<file path="config.mk">
export PLATFORM = sky130hd
export DESIGN_NAME = arb_park_top
export DESIGN_NICKNAME = d
export VERILOG_FILES = /design/src/rtl/arb_pkg.sv /design/src/rtl/arb_rr_pick.sv /design/src/rtl/arb_select.sv /design/src/rtl/arb_state.sv /design/src/rtl/arb_park_top.sv
export SDC_FILE = /design/constraint.sdc
export NUM_CORES = 1
export LEC_CHECK = 0
export ABC_AREA = 1
export BUFFER_PORTS_ARGS = -buffer_cell sky130_fd_sc_hd__buf_2
export CAP_MARGIN = 10
export CORE_UTILIZATION = 40
export CTS_CLUSTER_SIZE = 25
export DETAILED_ROUTE_END_ITERATION = 7
export SKIP_CTS_REPAIR_TIMING = 1
export SLEW_MARGIN = 20
export SYNTH_ARGS = -nofsm -noshare
export SYNTH_HDL_FRONTEND = slang
export SYNTH_HIERARCHICAL = 1
export SYNTH_SLANG_ARGS = --single-unit
</file>
<file path="constraint.sdc">
create_clock -name clk -period 1.85 [get_ports clk]
set_clock_uncertainty 0.1 [all_clocks]
set_input_delay 0.555 -clock clk [delete_from_list [all_inputs] [get_ports clk]]
set_output_delay 0.555 -clock clk [all_outputs]
set_load 0.01 [all_outputs]
</file>
<file path="src/rtl/arb_pkg.sv">
package arb_pkg;

  // Class encoding used for the per-class round-robin pointers.
  typedef enum logic {
    CLS_NORMAL = 1'b0,
    CLS_URGENT = 1'b1
  } arb_class_e;

  // Position one above idx, wrapping at n.
  function automatic int unsigned next_pos(input int unsigned idx, input int unsigned n);
    return (idx + 1 >= n) ? 0 : idx + 1;
  endfunction

  // Number of bits needed to index n entries, never less than one.
  function automatic int unsigned idx_bits(input int unsigned n);
    return (n <= 2) ? 1 : $clog2(n);
  endfunction

endpackage

</file>
<file path="src/rtl/arb_rr_pick.sv">
// Round-robin picker for one class: first eligible master at or above the
// pointer, otherwise the lowest eligible master overall.
module arb_rr_pick #(
  parameter int unsigned N   = 6,
  parameter int unsigned IDW = 3
) (
  input  logic [N-1:0]   elig,
  input  logic [IDW-1:0] ptr,
  output logic           hit,
  output logic [IDW-1:0] idx
);

  // Lowest set bit of a vector, searched top-down so the last write wins.
  function automatic logic [IDW-1:0] lowest_set(input logic [N-1:0] v);
    logic [IDW-1:0] r;
    r = '0;
    for (int i = N - 1; i >= 0; i--) begin
      if (v[i]) r = IDW'(i);
    end
    return r;
  endfunction

  // Bits strictly below the pointer.
  function automatic logic [N-1:0] below_mask(input logic [IDW-1:0] p);
    logic [N-1:0] m;
    for (int i = 0; i < N; i++) begin
      m[i] = (i < int'(p));
    end
    return m;
  endfunction

  logic [N-1:0] upper;

  always_comb begin
    upper = elig & ~below_mask(ptr);
    hit   = |elig;
    if (|upper) idx = lowest_set(upper);
    else        idx = lowest_set(elig);
  end

endmodule

</file>
<file path="src/rtl/arb_select.sv">
// Candidate selection: urgent class first, then normal class, then park.
module arb_select #(
  parameter int unsigned N       = 6,
  parameter int unsigned IDW     = 3,
  parameter logic [N-1:0] HI_MASK = '0
) (
  input  logic [N-1:0]   req,
  input  logic           owner_v,
  input  logic [IDW-1:0] owner_idx,
  input  logic [IDW-1:0] ptr_lo,
  input  logic [IDW-1:0] ptr_hi,
  output logic           cand_v,
  output logic [IDW-1:0] cand_idx,
  output logic           cand_hi
);
  import arb_pkg::*;

  logic [N-1:0]   owner_oh;
  logic [N-1:0]   contend;
  logic [1:0]     cls_hit;
  logic [IDW-1:0] cls_idx [2];

  always_comb begin
    owner_oh = owner_v ? (N'(1) << owner_idx) : '0;
    contend  = req & ~owner_oh;
  end

  // One picker per class; the class mask and pointer are chosen per slot.
  for (genvar g = 0; g < 2; g++) begin : g_cls
    localparam logic [N-1:0] CLS_MASK = (g == int'(CLS_URGENT)) ? HI_MASK : ~HI_MASK;
    logic [IDW-1:0] cls_ptr;
    assign cls_ptr = (g == int'(CLS_URGENT)) ? ptr_hi : ptr_lo;
    arb_rr_pick #(.N(N), .IDW(IDW)) u_pick (
      .elig (contend & CLS_MASK),
      .ptr  (cls_ptr),
      .hit  (cls_hit[g]),
      .idx  (cls_idx[g])
    );
  end

  always_comb begin
    cand_v   = 1'b0;
    cand_idx = '0;
    cand_hi  = 1'b0;
    if (cls_hit[CLS_URGENT]) begin
      cand_v   = 1'b1;
      cand_idx = cls_idx[CLS_URGENT];
      cand_hi  = 1'b1;
    end else if (cls_hit[CLS_NORMAL]) begin
      cand_v   = 1'b1;
      cand_idx = cls_idx[CLS_NORMAL];
      cand_hi  = 1'b0;
    end else if (owner_v) begin
      // Nobody else wants the bus: stay parked on the owner.
      cand_v   = 1'b1;
      cand_idx = owner_idx;
      cand_hi  = HI_MASK[owner_idx];
    end
  end

endmodule

</file>
<file path="src/rtl/arb_state.sv">
// Candidate pipeline register, owner register and class pointers.
module arb_state #(
  parameter int unsigned N   = 6,
  parameter int unsigned IDW = 3
) (
  input  logic           clk,
  input  logic           rst_n,
  input  logic           busy,
  input  logic           cand_v,
  input  logic [IDW-1:0] cand_idx,
  input  logic           cand_hi,
  output logic           owner_v,
  output logic [IDW-1:0] owner_idx,
  output logic [IDW-1:0] ptr_lo,
  output logic [IDW-1:0] ptr_hi,
  output logic           handover
);
  import arb_pkg::*;

  logic           nxt_v;
  logic [IDW-1:0] nxt_idx;
  logic           nxt_hi;
  logic [IDW-1:0] nxt_after;

  always_comb begin
    handover  = !busy && nxt_v && (!owner_v || (nxt_idx != owner_idx));
    nxt_after = IDW'(next_pos(int'(nxt_idx), N));
  end

  always_ff @(posedge clk) begin
    if (!rst_n) begin
      nxt_v     <= 1'b0;
      nxt_idx   <= '0;
      nxt_hi    <= 1'b0;
      owner_v   <= 1'b0;
      owner_idx <= '0;
      ptr_lo    <= '0;
      ptr_hi    <= '0;
    end else begin
      nxt_v   <= cand_v;
      nxt_idx <= cand_idx;
      nxt_hi  <= cand_hi;
      if (handover) begin
        owner_v   <= 1'b1;
        owner_idx <= nxt_idx;
        if (nxt_hi) ptr_hi <= nxt_after;
        else        ptr_lo <= nxt_after;
      end
    end
  end

endmodule

</file>
<file path="src/rtl/arb_park_top.sv">
module arb_park_top #(
  parameter int unsigned NUM_MASTERS = 6,
  parameter logic [NUM_MASTERS-1:0] HI_MASK = 6'b000011
) (
  input  logic                   clk,
  input  logic                   rst_n,
  input  logic [NUM_MASTERS-1:0] req,
  input  logic                   busy,
  output logic [NUM_MASTERS-1:0] grant
);
  import arb_pkg::*;

  localparam int unsigned IDW = idx_bits(NUM_MASTERS);

  logic           owner_v;
  logic [IDW-1:0] owner_idx;
  logic [IDW-1:0] ptr_lo;
  logic [IDW-1:0] ptr_hi;
  logic           cand_v;
  logic [IDW-1:0] cand_idx;
  logic           cand_hi;
  logic           handover_w;

  arb_select #(.N(NUM_MASTERS), .IDW(IDW), .HI_MASK(HI_MASK)) u_sel (
    .req       (req),
    .owner_v   (owner_v),
    .owner_idx (owner_idx),
    .ptr_lo    (ptr_lo),
    .ptr_hi    (ptr_hi),
    .cand_v    (cand_v),
    .cand_idx  (cand_idx),
    .cand_hi   (cand_hi)
  );

  arb_state #(.N(NUM_MASTERS), .IDW(IDW)) u_state (
    .clk       (clk),
    .rst_n     (rst_n),
    .busy      (busy),
    .cand_v    (cand_v),
    .cand_idx  (cand_idx),
    .cand_hi   (cand_hi),
    .owner_v   (owner_v),
    .owner_idx (owner_idx),
    .ptr_lo    (ptr_lo),
    .ptr_hi    (ptr_hi),
    .handover  (handover_w)
  );

  always_comb begin
    grant = owner_v ? (NUM_MASTERS'(1) << owner_idx) : '0;
  end

endmodule

</file>
== Yosys cells after proc, flatten, opt, wreduce, memory -nomap -nowiden ==
Memories as Yosys holds them, arrays and structs flattened. A register that Yosys moved wholly into a read port is not among the register bits.
Cells that the tools add are included.

* Bits in registers: 15
* Memory bits (read-only): 8
* Input bits: 9
* Logic and storage cells: 77
* Memories: 1

{| class="wikitable"
|+ Memories
! memory !! words !! width !! rd ports !! clocked after Yosys merged registers in !! write ports !! line !! source
|-
| (name not given) || 8 || 1 || 1 || 1 || 0 || arb_select.sv:57 || <nowiki>cand_hi = HI_MASK[owner_idx];</nowiki>
|}

* Add/subtract/negate cells: 1
* Order comparisons: 14
* Eq/ne operators: 1
* Shifts and indexed selects: 1
* Muxes and demuxes: 34
* Bitwise logic cells: 7
* Reductions and logical operators: 11

{| class="wikitable"
|+ Operators with widths
! operator !! count
|-
| 3-bit 2-to-1 mux || 25
|-
| 6-bit inverter || 3
|-
| 6-bit bitwise AND || 2
|-
| 1-bit by 3-bit less-than comparator with 1-bit output (first input constant) || 4
|-
| 2-bit by 3-bit less-than comparator with 1-bit output (first input constant) || 4
|-
| 3-bit less-than comparator (first input constant) || 4
|-
| 6-bit OR reduction || 2
|-
| 1-bit 2-to-1 mux || 8
|-
| 2-bit by 6-bit bitwise AND with 6-bit output || 1
|-
| 6-bit 2-to-1 mux || 1
|-
| 1-bit by 3-bit left shift with 6-bit output (first input constant) || 1
|-
| 3-bit by 1-bit adder with 4-bit output (second input constant) || 1
|-
| 4-bit by 3-bit >= comparator with 1-bit output (second input constant) || 1
|-
| 3-bit by 4-bit less-than comparator with 1-bit output (second input constant) || 1
|-
| 2-bit AND reduction || 2
|-
| 4-bit OR reduction || 1
|-
| 3-bit != test || 1
|-
| 1-bit logical AND || 2
|-
| 1-bit zero test || 2
|-
| 2-bit OR reduction || 1
|-
| 1-bit logical OR || 1
|-
| 1-bit inverter || 1
|}

== Longest topological paths before layout ==
* Depth in word-level cells: 14
* Mapped depth: 16

== Cells and area by module ==
The synthesis kept the hierarchy.

{| class="wikitable"
|+ Modules (own cells, without submodules)
! module !! instances !! cells an instance !! area each (µm²)
|-
| arb_state || 1 || 107 || 719.4
|-
| arb_rr_pick || 2 || 38 || 188.9
|-
| arb_select || 1 || 45 || 193.9
|-
| arb_park_top || 1 || 15 || 58.8
|}

== Worst setup path before layout ==
OpenSTA, ideal clock, no wires.

* Path type: reg2reg
* From: reg u_state.owner_idx[1]
* To: reg u_state.nxt_idx[0]
* Arrival time: 1586 ps
* Data required time: 1640 ps
* Setup slack: 55 ps
* Stages on the path, launching flop included: 14
* Buffers on the path: 0
* Period minus slack after synthesis: 1795 ps
* Cells stage by stage: dfxtp_1 nor2_1 a21boi_0 inv_1 a21oi_1 o21ai_0 nand4_1 nand2_1 inv_1 nand2_1 nand3_1 nand2_1 nand2_1 inv_1

{| class="wikitable"
|+ RTL lines
! what !! line !! source
|-
| start: declaration || arb_state.sv:13 || <nowiki>output logic [IDW-1:0] owner_idx,</nowiki>
|-
| start signal: assignment || arb_state.sv:45 || <nowiki>owner_idx <= nxt_idx;</nowiki>
|-
| end signal: assignment || arb_state.sv:41 || <nowiki>nxt_idx <= cand_idx;</nowiki>
|-
| end: declaration || arb_state.sv:21 || <nowiki>logic [IDW-1:0] nxt_idx;</nowiki>
|}

== Final worst setup path ==
* From: reg u_state.owner_idx[2]
* To: out grant[0]

* Cells in the longest elaborated chain, start to end: 2

{| class="wikitable"
|+ Ends and longest elaborated chain
! what !! line !! source
|-
| 1-bit by 3-bit left shift with 6-bit output || arb_park_top.sv:50 || <nowiki>grant = owner_v ? (NUM_MASTERS'(1) << owner_idx) : '0;</nowiki>
|-
| 6-bit 2-to-1 mux || arb_park_top.sv:50 ||
|-
| end: declaration || arb_park_top.sv:9 || <nowiki>output logic [NUM_MASTERS-1:0] grant</nowiki>
|}

Every way passes these cells.

==> flow_summary.yaml <==
global_routing:
  grt_pass1_wl_um: 4930
  grt_pass1_vias: 1177
  grt_start_max_net_pins: 16
  grt_usage_pct: 17.8
  grt_remaining_overflow: 0
  grt_antenna_before_repair: 0
synthesis:
  synth_area_mm2: 0.00135
  ys_seq_area_share_pct: 22.2
  synth_edf_count: 0
  yosysWarningCount: 6
  ys_ff_latch: 15
  ys_types: 23
  ys.flop_type: "dfxtp_1"
  syn_area_per_cell_um2: 5.56
  synthCells: 243
  postSynth.asyncResetShare_pct: 0
critical_path:
  crit_path_top_delay_cell: "dfxtp_4"
  reg2reg_slack_ns: 0.13
  cp.arrival_ns: 1.11
  cp_top_family: "flip-flops"
  critPathKind: "reg -> out"
  crit_end: "grant[0]"
  worstReg2RegStart: "u_state/owner_idx[1]"
  path_cells: "buf_6 -> inv_2 -> nand2_2 -> nor2_1 -> buf_2"
  crit_required_ns: 1.19
  critPathCaptureType: "output port"
  reg2reg_depth: 14
  cp.depth: 5
  path_buf_inv: 3
  startpoint_type: "register"
  rr_endpoint: "u_state/nxt_idx[0]"
  startpoint: "u_state/owner_idx[2]"
  critPathMaxFanout: 5
  max_stage_delay_ns: 0.37
cts:
  h-tree-depth: 1
  cts_tree: "yes"
  clk_latency_ns: 0.28
  clkSinkCount: 15
  clk_pin_slew_ns: 0.08
  root_buffer: "clkbuf_4"
  clockBufferDepth: 2
  cts_buffers: 3
final_layout:
  fin_area_mm2: 0.00171
  fin_util_pct: 54.7
  areaGrowthSynthToFinish_pct: 26.8
  antenna_cells: 0
  fin_nets: 301
  drive_gt1_share_pct: 25.3
timing:
  final.period_utilization_pct: 95.5
  hold_viol_final: 0
  final.min_clock_period_ns: 1.77
  finalSetupViolCount: 0
  fmax_ghz: 0.566
  setup_ws_ns: 0.0826
  whs_ns: 0.463
  slew_viol_final: 0
place:
  place.gp.congestion: 0.807
  place_area_mm2: 0.00161
  port_buffers: 14
  dp_slack_ns: -0.141
  hpwl_um: 2400
hold_path:
  hp-class: "reg -> reg"
  hp-start: "u_state/ptr_lo[0]"
power:
  irDropWorstVdd_v: 0.000206
  p_int_uw: 544
  power_frac_clock_pct: 21.3
  cellPowerDensity_mw_per_mm2: 494
  switching_share_pct: 35.7
  p_seq_share_pct: 44.1
  power_frac_comb_pct: 34.6
  p_leak_uw: 0.000965
  switchingPower_uw: 302
floorplanning:
  core_area_mm2: 0.00313
  pin_count: 15
  core.rowCount: 20
  design.die.area_mm2: 0.00361
  die_width_um: 60.1
  die_h_um: 60.1
  initial_core_util_pct: 43.2
route:
  viasPerCell: 4.34
  drc: 0
  drt-initial-drc-count: 71
  detail-route-antenna-nets: 0
  wl_per_cell_um: 8.58
  drt_wl_total_um: 2860
  num_vias: 1446
  first_pass_iters: 5
status:
  status: "finished clean"
flow_run:
  maxCapViolCount: 0
## stage by stage
stage          setup TNS, ns  total power, uW  cells
6_report                   0              846    333
2_1_floorplan              0              580    261
3_5_place_dp          -0.318              652    327
3_3_place_gp          -0.254              651    327
4_1_cts              -0.0271              834    331
5_1_grt              -0.0161              918    333
## cell families after synthesis
family	count (synthesis)	synth area share (%)
AOI/OAI and AO/OA	24	10.9
adders and majority gates	2	1.85
buffers and inverters	54	15.0
DFF	15	22.2
other	1	0.278
and+or+nand+nor	147	49.7
## worst min-delay path, cell delays in order, from the launching register on
cell and delay, ns:
dfxtp_1 0.34, inv_1 0.06, nand2_1 0.04, nand2_1 0.05, nor2_1 0.03
## cells in the mapped netlist, types with 2 or more instances
library cell  count  area share [%]
nor2_2            7             3.2
ha_1              2             1.9
a21boi_0          3             1.7
nand2_4           2             1.7
nor2_1           31             8.6
a21oi_1           4             1.5
nand2_1          81              23
a21oi_2           2             1.3
nand3_1           9             3.3
nand4_2           2             1.9
inv_2             6             1.7
a21boi_1          2             1.1
nor3_1            2            0.74
inv_1            47              13
dfxtp_1          15              22
o21ai_1           7             2.6
o21a_1            3             1.7
nand3_2           6             4.4
nand4_1           6             2.8
o21ai_0           3             1.1
## worst min path at each step
stage                                 to  slack [ns]  cells after the start
CTS                    u_state/ptr_lo[0]        0.47                      4
detailed placement     u_state/ptr_hi[2]        0.45                      3
global placement       u_state/ptr_hi[2]        0.45                      3
finish                 u_state/ptr_lo[0]        0.46                      4
floorplan              u_state/ptr_lo[0]        0.42                      4
global route        u_state/owner_idx[2]        0.51                      2
## placed cells by master, fill, tap and decap left out, drive strengths merged
master and count:
nand3 15, a21boi 5, o21ai 10, inv 53, clkbuf 4, nand4 8
dfxtp 15, nor2 38, buf 25, o21a 3, a21oi 6, conb 19
nor3 2, ha 2, nand2 84
## power groups by stage
stage          registers, uW  logic [uW]  clock network [uW]
6_report                 373         293                 180
5_1_grt                  378         335                 205
4_1_cts                  370         275                 188
3_5_place_dp             377         274                   0
3_3_place_gp             377         274                   0
2_1_floorplan            378         202                   0
## cell type report
| cell class | count | area, um^2 |
|---|---|---|
| Fill cell | 343 | 1420 |
| Multi-Input combinational cell | 192 | 955 |
| Sequential cell | 15 | 313 |
| Tap cell | 44 | 55.1 |
| Timing Repair Buffer | 25 | 164 |
| Inverter | 53 | 199 |
| Clock buffer | 4 | 26.3 |
## sequential cells by signal (all words and copies together), names as in the netlist
register	cells
u_state/nxt_idx	3
u_state/nxt_hi	1
u_state/owner_idx	3
u_state/ptr_lo	3
u_state/nxt_v	1
u_state/ptr_hi	3
u_state/owner_v	1
## per-layer routing
layer	vias up	GRT usage [%]	share of wire, %	wire length (um)
li1	811	-	-	-
met2	30	28.6	42	1210
met1	603	25.6	54	1540
met3	2	1.52	3.1	90
met4	0	3.99	0.73	21
met5	-	0	0	0
Note: power is estimated with default switching activity, not from simulation.
